==> config.mk <==
export PLATFORM = sky130hd
export DESIGN_NAME = tenbt_tx
export DESIGN_NICKNAME = d
export VERILOG_FILES = /design/src/rtl/tenbt_tx_pkg.sv /design/src/rtl/tenbt_halfbit_timer.sv /design/src/rtl/tenbt_jabber.sv /design/src/rtl/tenbt_link_pulse.sv /design/src/rtl/tenbt_tx.sv
export SDC_FILE = /design/constraint.sdc
export NUM_CORES = 1
export LEC_CHECK = 0
export BUFFER_PORTS_ARGS = -buffer_cell sky130_fd_sc_hd__clkbuf_2
export CORE_UTILIZATION = 55
export CTS_BUF_LIST = sky130_fd_sc_hd__clkbuf_16
export CTS_CLUSTER_DIAMETER = 100
export DETAILED_ROUTE_END_ITERATION = 12
export PLACE_DENSITY = 0.72
export SLEW_MARGIN = 40
export SYNTH_ARGS = -nofsm -noshare
export SYNTH_HDL_FRONTEND = slang
export SYNTH_SLANG_ARGS = --single-unit
==> constraint.sdc <==
create_clock -name clk -period 2.6 [get_ports clk]
set_clock_uncertainty 0.2 [all_clocks]
set_input_delay 0.39 -clock clk [delete_from_list [all_inputs] [get_ports clk]]
set_output_delay 0.39 -clock clk [all_outputs]
set_load 0.005 [all_outputs]
==> src/rtl/tenbt_tx_pkg.sv <==
package tenbt_tx_pkg;
   typedef enum logic [1:0] {
      ST_IDLE = 2'd0,
      ST_DATA = 2'd1,
      ST_TAIL = 2'd2
   } tx_state_e;

   localparam int SLOT_HALVES = 8;
   localparam int TAIL_HALVES = 4;
endpackage

==> src/rtl/tenbt_halfbit_timer.sv <==
module tenbt_halfbit_timer #(
   parameter int HALF_CLKS = 5
) (
   input  logic       clk,
   input  logic       rst_n,
   output logic       half_tick,
   output logic [2:0] slot
);
   if (HALF_CLKS < 1) begin : g_bad_half
      $error("HALF_CLKS must be at least 1");
   end

   if (HALF_CLKS == 1) begin : g_direct
      assign half_tick = 1'b1;
   end else begin : g_divided
      localparam int DW = $clog2(HALF_CLKS);
      logic [DW-1:0] divc;
      always_ff @(posedge clk or negedge rst_n) begin
         if (!rst_n)
            divc <= '0;
         else if (divc == DW'(HALF_CLKS - 1))
            divc <= '0;
         else
            divc <= divc + 1'b1;
      end
      assign half_tick = (divc == DW'(HALF_CLKS - 1));
   end

   always_ff @(posedge clk or negedge rst_n) begin
      if (!rst_n)
         slot <= '0;
      else if (half_tick)
         slot <= slot + 1'b1;
   end
endmodule

==> src/rtl/tenbt_jabber.sv <==
module tenbt_jabber #(
   parameter int JAB_CLKS   = 2_000_000,
   parameter int UNJAB_CLKS = 50_000_000
) (
   input  logic clk,
   input  logic rst_n,
   input  logic tx_en,
   output logic jabber
);
   localparam int MAXC = (JAB_CLKS > UNJAB_CLKS) ? JAB_CLKS : UNJAB_CLKS;
   localparam int CW   = $clog2(MAXC + 1);

   if (JAB_CLKS < 2 || UNJAB_CLKS < 2) begin : g_bad_limits
      $error("jabber limits must be at least 2 clocks");
   end

   logic [CW-1:0] run_cnt;
   logic          counting;
   logic          at_limit;

   // Normal mode counts enable-high clocks, lockout counts enable-low clocks.
   assign counting = jabber ? !tx_en : tx_en;
   assign at_limit = jabber ? (run_cnt == CW'(UNJAB_CLKS - 1))
                            : (run_cnt == CW'(JAB_CLKS - 1));

   always_ff @(posedge clk or negedge rst_n) begin
      if (!rst_n) begin
         run_cnt <= '0;
         jabber  <= 1'b0;
      end else if (!counting) begin
         run_cnt <= '0;
      end else if (at_limit) begin
         run_cnt <= '0;
         jabber  <= !jabber;
      end else begin
         run_cnt <= run_cnt + 1'b1;
      end
   end
endmodule

==> src/rtl/tenbt_link_pulse.sv <==
module tenbt_link_pulse #(
   parameter int PERIOD_CLKS = 1_600_000,
   parameter int WIDTH_CLKS  = 10
) (
   input  logic clk,
   input  logic rst_n,
   input  logic enable,
   output logic pulse
);
   localparam int LW = $clog2(PERIOD_CLKS);

   if (PERIOD_CLKS <= WIDTH_CLKS || WIDTH_CLKS < 1) begin : g_bad_period
      $error("link pulse period must exceed its width");
   end

   logic [LW-1:0] lp_cnt;

   always_ff @(posedge clk or negedge rst_n) begin
      if (!rst_n)
         lp_cnt <= '0;
      else if (!enable)
         lp_cnt <= '0;
      else if (lp_cnt == LW'(PERIOD_CLKS - 1))
         lp_cnt <= '0;
      else
         lp_cnt <= lp_cnt + 1'b1;
   end

   assign pulse = enable && (lp_cnt >= LW'(PERIOD_CLKS - WIDTH_CLKS));
endmodule

==> src/rtl/tenbt_tx.sv <==
module tenbt_tx
   import tenbt_tx_pkg::*;
#(
   parameter int HALF_CLKS        = 5,
   parameter int LINK_PERIOD_CLKS = 1_600_000,
   parameter int JAB_CLKS         = 2_000_000,
   parameter int UNJAB_CLKS       = 50_000_000
) (
   input  logic       clk,
   input  logic       rst_n,
   input  logic [3:0] mii_txd,
   input  logic       mii_tx_en,
   output logic       nib_strobe,
   output logic       tx_data,
   output logic       tx_oe,
   output logic       jabber
);
   localparam int PULSE_CLKS = 2 * HALF_CLKS;
   localparam logic [2:0] LAST_SLOT = 3'(SLOT_HALVES - 1);
   localparam logic [2:0] TAIL_END  = 3'(TAIL_HALVES - 1);

   logic       half_tick;
   logic [2:0] slot;
   logic       lp_pulse;
   logic       cur_bit;
   tx_state_e  state;
   logic [3:0] shreg;

   tenbt_halfbit_timer #(.HALF_CLKS(HALF_CLKS)) u_timer (
      .clk       (clk),
      .rst_n     (rst_n),
      .half_tick (half_tick),
      .slot      (slot)
   );

   tenbt_jabber #(.JAB_CLKS(JAB_CLKS), .UNJAB_CLKS(UNJAB_CLKS)) u_jabber (
      .clk    (clk),
      .rst_n  (rst_n),
      .tx_en  (mii_tx_en),
      .jabber (jabber)
   );

   tenbt_link_pulse #(.PERIOD_CLKS(LINK_PERIOD_CLKS), .WIDTH_CLKS(PULSE_CLKS)) u_link (
      .clk    (clk),
      .rst_n  (rst_n),
      .enable (state == ST_IDLE && !jabber),
      .pulse  (lp_pulse)
   );

   assign nib_strobe = half_tick && (slot == LAST_SLOT);

   always_ff @(posedge clk or negedge rst_n) begin
      if (!rst_n) begin
         state <= ST_IDLE;
         shreg <= '0;
      end else if (jabber) begin
         state <= ST_IDLE;
      end else if (nib_strobe) begin
         if (mii_tx_en) begin
            state <= ST_DATA;
            shreg <= mii_txd;
         end else if (state == ST_DATA) begin
            state <= ST_TAIL;
         end
      end else if (state == ST_TAIL && half_tick && slot == TAIL_END) begin
         state <= ST_IDLE;
      end
   end

   // Bit index comes from the upper slot bits, half-bit phase from bit 0.
   assign cur_bit = shreg[slot[2:1]];

   always_comb begin
      tx_data = 1'b0;
      tx_oe   = 1'b0;
      if (!jabber) begin
         case (state)
            ST_DATA: begin
               tx_oe   = 1'b1;
               tx_data = slot[0] ? cur_bit : !cur_bit;
            end
            ST_TAIL: begin
               tx_oe   = 1'b1;
               tx_data = 1'b1;
            end
            default: begin
               tx_oe   = lp_pulse;
               tx_data = lp_pulse;
            end
         endcase
      end
   end
endmodule

Word-level counts from Yosys, hierarchy flattened

Cells that the tools add are included.

Memory bits (read-only): 0
Output and inout port bits: 4
Bits in latches: 0
RAM bits: 0
Memories: 0
Flip-flop bits (word level): 60
Bits of input ports: 7

Mux-type cells: 19
$mul: 0
Add/sub/neg operators: 4
Bitwise operators: 1
Shifts and indexed selects: 0
Reduce and logical (&&, ||, !) cells: 14
Equality and inequality tests: 9
Order comparisons: 2
Div/mod/pow operators: 0

Operators with widths:

| cell                  | count |
|---|---|
| $mux 26               | 2 |
| $mux 21               | 2 |
| $add 26x1->26 const B | 1 |
| $eq 26x21->1 const B  | 1 |
| $eq 26x26->1 const B  | 1 |
| $add 21x1->21 const B | 1 |
| $eq 21x21->1 const B  | 1 |
| $ge 21x21->1 const B  | 1 |
| $mux 2                | 5 |
| $mux 1                | 7 |
| $add 3x1->3 const B   | 2 |
| $eq 3x3->1 const B    | 2 |
| $logic_and 1x1->1     | 5 |
| $ne 4x2->1 const B    | 1 |
| $reduce_and 2->1      | 2 |
| $eq 3x2->1 const B    | 1 |
| $logic_not 1->1       | 3 |
| $lt 2x3->1 const B    | 1 |
| $mux 3                | 1 |
| $reduce_and 3->1      | 1 |
| $reduce_bool 3->1     | 1 |
| $bmux 1 s2            | 1 |
| $eq 2x1->1 const B    | 1 |
| $eq 2x2->1 const B    | 1 |
| other kinds (4)       | 4 |

Longest topological paths before layout

Gate-level depths: netlist of run 1.

Word-level depth: 6
Depth in mapped cells: 8
Mapped depth without buffers: 6

By module

From an unflattened synthesis of run 1, not the netlist that was laid out.

Cells, all modules: 344
Area, all modules: 3403.3 um^2

Modules (own cells, without submodules):

| module              | cells each | times used | area each (um^2) |
|---|---|---|---|
| tenbt_jabber        | 164        | 1          | 1535.2 |
| tenbt_link_pulse    | 126        | 1          | 1194.9 |
| tenbt_tx            | 33         | 1          | 402.9 |
| tenbt_halfbit_timer | 21         | 1          | 270.3 |

Worst setup path after synthesis of run 1

OpenSTA, ideal clock, no wires.

Path kind: reg2out
Start point: register u_link.lp_cnt[10]
End point: output port tx_data
Cell stages (with the launch flop): 6
Path slack: 0.351 ns
Arrival time: 1.659 ns
Path buffers: 0
Required time: 2.010 ns
Path through: dfrtp_1 or4b_4 nor3_2 o211ai_1 a211oi_2 and2_1

Longest elaborated chain between the ends: 4

RTL lines:

| element                | line                   | text |
|---|---|---|
| start, declared        | tenbt_link_pulse.sv:16 | `logic [LW-1:0] lp_cnt;` |
| start signal, assigned | tenbt_link_pulse.sv:26 | `lp_cnt <= lp_cnt + 1'b1;` |
| $ge 21x21->1           | tenbt_link_pulse.sv:29 | `assign pulse = enable && (lp_cnt >= LW'(PERIOD_CLKS - WIDTH_CLKS));` |
| $logic_and 1x1->1      | tenbt_link_pulse.sv:29 |  |
| $pmux 1 s2             | tenbt_tx.sv:77         | `case (state)` |
| $mux 1                 | tenbt_tx.sv:76         | `if (!jabber) begin` |
| end, declared          | tenbt_tx.sv:14         | `output logic tx_data,` |

No other way between the ends.

Final worst setup path of run 1

Start point: register u_link.lp_cnt[12]
End point: output port tx_data

Same word-level chain as after synthesis.

==> results.sh, run 1 <==
export IMPL_pwr_share_clk_pct=50.9
export IMPL_hold_viol_final=0
export IMPL_min_path_type="in2reg"
export IMPL_mappedNetlistNets=330
export IMPL_grt_overflow_total=0
export IMPL_grt_usage_pct=22.6
export IMPL_synth_yosys_seq_area_share_pct=48.3
export IMPL_cts_made_buffers=9
export IMPL_timing_final_ws_setup_ns=-0.0582
export IMPL_worst_pin_slew_ns=0.584
export IMPL_grt_pass1_wl_um=10400
export IMPL_async_reset_ff_share_pct=100
export IMPL_rows=27
export IMPL_endpoint_kind="output port"
export IMPL_pwr_share_seq_pct=45.2
export IMPL_die_w_um=77.2
export IMPL_area_growth_pct=16.3
export IMPL_drive_gt1_share_pct=14.8
export IMPL_hpwl_um=3980
export IMPL_maxSlewHeadroom_pct=60.7
export IMPL_final_cell_mix="nor2_1 (59), dfrtp_1 (58), xor2_1 (27)"
export IMPL_timing_rr_start="u_link.lp_cnt[12]"
export IMPL_setup_viol=1
export IMPL_design_area_um2=3620
export IMPL_leakagePower_nw=1.59
export IMPL_critical_path_peak_fanout=2
export IMPL_cts_tree="built"
export IMPL_ys_ff_latch=60
export IMPL_coreArea_um2=5470
export IMPL_ir_drop_uv=395
export IMPL_synth_edf_count=0
export IMPL_firstDrtPassIters=4
export IMPL_gp_congestion=0.792
export IMPL_clock_sinks=60
export IMPL_endpoint="tx_data"
export IMPL_drtIter0Drc=187
export IMPL_cts_buffer_depth=2
export IMPL_slew_violations=0
export IMPL_vias=2276
export IMPL_rrSetupSlack_ns=0.44
export IMPL_worstSetupPathType="reg2out"
export IMPL_dieArea_um2=5960
export IMPL_syn_inst=311
export IMPL_port_buffers=10
export IMPL_routedWlPerCell_um=14.1
export IMPL_powerDensity_nw_per_um2=594
export IMPL_p_int_mw=1.70
export IMPL_critPathLaunchType="register"
export IMPL_netlist_area_um2=3110
export IMPL_diodes=0
export IMPL_failed_checks="setup timing"
export IMPL_sw_frac_of_total_pct=20.8
export IMPL_cap_violations=0
export IMPL_drcViolationCount=0
export IMPL_start_util_pct=56.8
export IMPL_synth_avg_cell_area_um2=10.0
export IMPL_nets=358
export IMPL_insertion_delay_ns=0.32
export IMPL_holdWs_ns=0.101
export IMPL_period_share_pct=102
export IMPL_combPwrFrac_pct=3.9
export IMPL_status="complete, but fails checks"
export IMPL_crit_path_start="u_link.lp_cnt[12]"
export IMPL_ioPinCount=11
export IMPL_routed_via_density=5.47
export IMPL_fin_tns_setup_ns=-0.0582
export IMPL_ys_warn_count=0
export IMPL_cts_root_buffer="clkbuf_16"
export IMPL_crit_required_ns=2.01
export IMPL_grt_pass1_vias=2376
export IMPL_synth_flop_cell="dfrtp_1"
export IMPL_fin_util_pct=66.1
export IMPL_htree_num_levels=3
export IMPL_die_h_um=77.2
export IMPL_placed_area_um2=3260
export IMPL_power_net_switching_mw=0.447
export IMPL_crit_arrival_ns=2.07
export IMPL_drt_total_wl_um=5860
export IMPL_finalCriticalPeriod_ns=2.66
export IMPL_timing_fmax_mhz=376
export IMPL_dp_slack_ns=0.159
export IMPL_ant_nets=0
export IMPL_r2r_end="u_link.lp_cnt[15]"
export IMPL_reg2reg_depth=6
export IMPL_rsz0062_at_grt="yes"
export IMPL_ys_types=40
export IMPL_antenna_found_initial=0
export IMPL_grt_start_max_net_pins=40
export IMPL_final_common_cell="nor2_1"
export IMPL_cts_reportedPaths_clkPinSlew_ns=0.05
-- power groups by stage --
stage               Combinational, mW  Clock (mW)  Sequential, mW
floorplan                      0.0472           0           0.980
CTS                            0.0858        1.11           0.969
detailed placement             0.0839           0           0.984
finish                         0.0832        1.09           0.970
global placement               0.0822           0           0.983
global route                   0.0975        1.14           0.971
-- per-layer routing --
layer | vias up | GRT usage (%) | part of all wire, %
li1 | 1124 | - | -
met1 | 1098 | 28.4 | 46
met2 | 44 | 36.4 | 48
met3 | 10 | 4.05 | 3.4
met4 | 0 | 13.0 | 2.1
met5 | - | 0 | 0
-- area by class of cell --
cell class / count / area, um^2
fill: 440 / 1860
tap: 72 / 90.1
multi-input combinational: 232 / 1540
clock inverter: 7 / 53.8
sequential: 60 / 1500
timing repair buffer: 22 / 155
inverter: 14 / 52.6
clock buffer: 9 / 225
-- worst min-delay path by stage --
stage                     startpoint                end  depth (start not counted)
final                     mii_txd[1]           shreg[1]                          2
after global routing      mii_txd[3]           shreg[3]                          2
after CTS                 mii_txd[1]           shreg[1]                          2
after detailed placement       rst_n  u_link.lp_cnt[19]                          1
after global placement         rst_n  u_link.lp_cnt[19]                          1
after floorplan                rst_n           shreg[0]                          0
-- cells by family (layout without fill, tap and decap cells) --
logic type,Yosys count,count (layout),share of synthesized area (%)
buf+inv,19,52,2.66
flops,60,60,48.3
compound gates,17,17,3.58
simple gates,150,150,24.8
mux,7,7,2.90
fa+ha+maj,12,12,4.83
xor+xnor,46,46,13.0
-- cell usage after synthesis (all sizes together) (2+ instances only) --
cell    number  share of area [%]
dfrtp       60                 48
nor2        59                7.1
xor2        27                7.6
nand3       21                3.4
nand2       20                2.4
xnor2       19                5.4
inv         14                1.7
nand4       13                2.6
ha          12                4.8
nor4         8                2.2
a21oi        6               0.97
mux2         6                2.2
nor3         6                1.4
and3         5                1.0
buf          5               0.97
o21ai        4               0.64
and2         3               0.60
nand2b       3               0.60
and4         2               0.56
nor4b        2               0.56
or4          2               0.60
-- flip-flops by register name, summed over array words and instances, names as in the netlist --
signal,count
state,2
u_timer.g_divided.divc,3
u_timer.slot,3
u_link.lp_cnt,21
shreg,4
u_jabber.run_cnt,26
u_jabber.jabber,1
-- metrics by stage --
| stage | instances | power (mW) |
|---|---|---|
| 2_1_floorplan | 311 | 1.03 |
| 3_3_place_gp | 392 | 1.07 |
| 3_5_place_dp | 392 | 1.07 |
| 4_1_cts | 413 | 2.17 |
| 5_1_grt | 416 | 2.21 |
| 6_report | 416 | 2.15 |
-- worst max-delay path, stage by stage (launching register included) --
cell	delay, ns
dfrtp_1	0.39
or4b_4	0.55
nor3_4	0.22
o211ai_1	0.14
a211oi_2	0.20
and2_1	0.15
clkbuf_2	0.10
-- timing repair --
item,in CTS,in global routing
pin swaps,5,1
hold buffers,1,0
endpoints found under the hold margin,21,0
gates resized for setup,3,2
setup endpoints to repair,2,2
setup buffers,4,3
(Power assumes the default switching activity.)
==> inputs of run 2 (changes only) <==
==> constraint.sdc (replaced) <==
create_clock -name clk -period 2.6 [get_ports clk]
set_clock_uncertainty 0.2 [all_clocks]
set_input_delay 0.26 -clock clk [delete_from_list [all_inputs] [get_ports clk]]
set_output_delay 0.26 -clock clk [all_outputs]
set_load 0.005 [all_outputs]
==> results.sh, run 2 (synthesized netlist as in run 1, its figures left out) <==
export IMPL_power_net_switching_mw=0.465
export IMPL_met1_usage_pct=30.1
export IMPL_critPathLaunchType="register"
export IMPL_worst_pin_slew_ns=0.660
export IMPL_busiest_layer="met2"
export IMPL_cap_violations=0
export IMPL_holdWs_ns=0.0669
export IMPL_antenna_found_initial=0
export IMPL_nets=360
export IMPL_pwr_share_clk_pct=51.4
export IMPL_crit_required_ns=2.14
export IMPL_grt_pass1_wl_um=10300
export IMPL_critical_path_buf_inv_count=1
export IMPL_status="finished clean"
export IMPL_crit_arrival_ns=2.07
export IMPL_clock_sinks=60
export IMPL_hpwl_um=4140
export IMPL_critPathSlowestCell="or4_4"
export IMPL_final_cell_mix="nor2_1 (59), dfrtp_1 (59), xor2_1 (27)"
export IMPL_grt_usage_pct=22.5
export IMPL_crit_chain="or4_4 -> nor3_4 -> o211ai_1 -> a211oi_2 -> and2_1 -> clkbuf_2"
export IMPL_power_mw=2.17
export IMPL_cts_made_buffers=9
export IMPL_hold_viol_final=0
export IMPL_maxSlewHeadroom_pct=56.0
export IMPL_reg_top3="u_jabber.run_cnt (26), u_link.lp_cnt (21), shreg (4)"
export IMPL_die_w_um=77.2
export IMPL_p_int_mw=1.71
export IMPL_routedWlPerCell_um=14.3
export IMPL_cts_buffer_depth=2
export IMPL_drive_gt1_share_pct=14.8
export IMPL_fin_util_pct=66.3
export IMPL_cts_tree="built"
export IMPL_regMostFlops="u_jabber.run_cnt"
export IMPL_cts_root_buffer="clkbuf_16"
export IMPL_fin_tns_setup_ns=0
export IMPL_dieArea_um2=5960
export IMPL_cp_top_family="simple AND/OR/NAND/NOR gates"
export IMPL_drt_total_wl_um=5970
export IMPL_dp_slack_ns=0.306
export IMPL_period_share_pct=97.5
export IMPL_leakagePower_nw=1.57
export IMPL_vias=2256
export IMPL_fillers=455
export IMPL_area_growth_pct=16.7
export IMPL_timing_final_ws_setup_ns=0.0659
export IMPL_critical_path_peak_fanout=3
export IMPL_cts_reportedPaths_clkPinSlew_ns=0.05
export IMPL_ant_nets=0
export IMPL_insertion_delay_ns=0.32
export IMPL_drcViolationCount=0
export IMPL_grt_overflow_total=0
export IMPL_start_util_pct=56.8
export IMPL_drtIter0Drc=159
export IMPL_use_met3_pct=5.71
export IMPL_timing_fmax_mhz=395
export IMPL_htree_num_levels=3
export IMPL_finalCriticalPeriod_ns=2.53
export IMPL_setup_viol=0
export IMPL_die_h_um=77.2
export IMPL_grt_pass1_vias=2248
export IMPL_coreArea_um2=5470
export IMPL_slowest_delay_ns=0.57
export IMPL_combPwrFrac_pct=4.0
export IMPL_grt_start_max_net_pins=27
export IMPL_firstDrtPassIters=4
export IMPL_ioPinCount=11
export IMPL_sw_frac_of_total_pct=21.4
export IMPL_largest_reg_flops=26
export IMPL_port_buffers=10
export IMPL_worstSetupPathType="reg2out"
export IMPL_use_met2_pct=35.8
export IMPL_slew_violations=0
export IMPL_endpoint_kind="output port"
export IMPL_rows=27
export IMPL_ir_drop_uv=452
export IMPL_routed_via_density=5.41
export IMPL_min_path_type="in2reg"
export IMPL_diodes=0
export IMPL_rsz0062_at_grt="yes"
export IMPL_pwr_share_seq_pct=44.6
export IMPL_powerDensity_nw_per_um2=599
export IMPL_gp_congestion=0.787
## run 2: tightest hold or removal path, stage by stage
cell	delay (ns)
clkbuf_2	0.11
or3_1	0.10
a21oi_1	0.07
## run 2: layer usage
layer  part of all wire [%]  vias up
met5                      0        -
met4                   0.89        0
met3                    2.8        5
met2                     48       36
met1                     48     1085
li1                       -     1130
## run 2: area by class of cell
| cell class | instances | area, um^2 | area share [%] |
|---|---|---|---|
| Timing Repair Buffer | 24 | 168 | 4.62 |
| Multi-Input combinational cell | 232 | 1540 | 42.3 |
| Clock buffer | 9 | 225 | 6.20 |
| Sequential cell | 60 | 1500 | 41.4 |
| Clock inverter | 6 | 56.3 | 1.55 |
| Inverter | 14 | 52.6 | 1.45 |
| Tap cell | 72 | 90.1 | 2.48 |
## run 2: stage by stage
stage	instances	area, um^2
final	417	3630
after global routing	417	3630
after CTS	415	3600
after detailed placement	394	3260
after global placement	394	3260
after floorplan	311	3110
## run 2: path summary, 6_finish.rpt
| kind | start | endpoint | slack (ns) | cells past startpoint |
|---|---|---|---|---|
| max in group asynchronous | rst_n | u_jabber.run_cnt[25] | 1.17 | 3 |
| min | mii_tx_en | state[1] | 0.07 | 3 |
| min in group asynchronous | rst_n | u_link.lp_cnt[16] | 0.31 | 2 |
| max | u_link.lp_cnt[17] | tx_data | 0.07 | 6 |
| max reg2reg | u_jabber.run_cnt[0] | u_jabber.run_cnt[17] | 0.46 | 7 |
| min reg2reg | u_timer.g_divided.divc[0] | u_timer.g_divided.divc[0] | 0.26 | 1 |
## run 2: what timing repair did
item / in CTS / in global routing
endpoints found under the hold margin: 27 / 0
pin swaps: 0 / 2
gates resized for setup: 1 / 2
hold buffers: 5 / 0
endpoints found under the setup margin: 1 / 1
buffers inserted: 1 / 2
## run 2: power groups by stage
stage	Clock, mW	Combinational (mW)	Sequential, mW
4_1_cts	1.13	0.0900	0.968
3_3_place_gp	0	0.0823	0.984
5_1_grt	1.18	0.103	0.972
3_5_place_dp	0	0.0839	0.984
2_1_floorplan	0	0.0472	0.980
6_report	1.12	0.0879	0.969
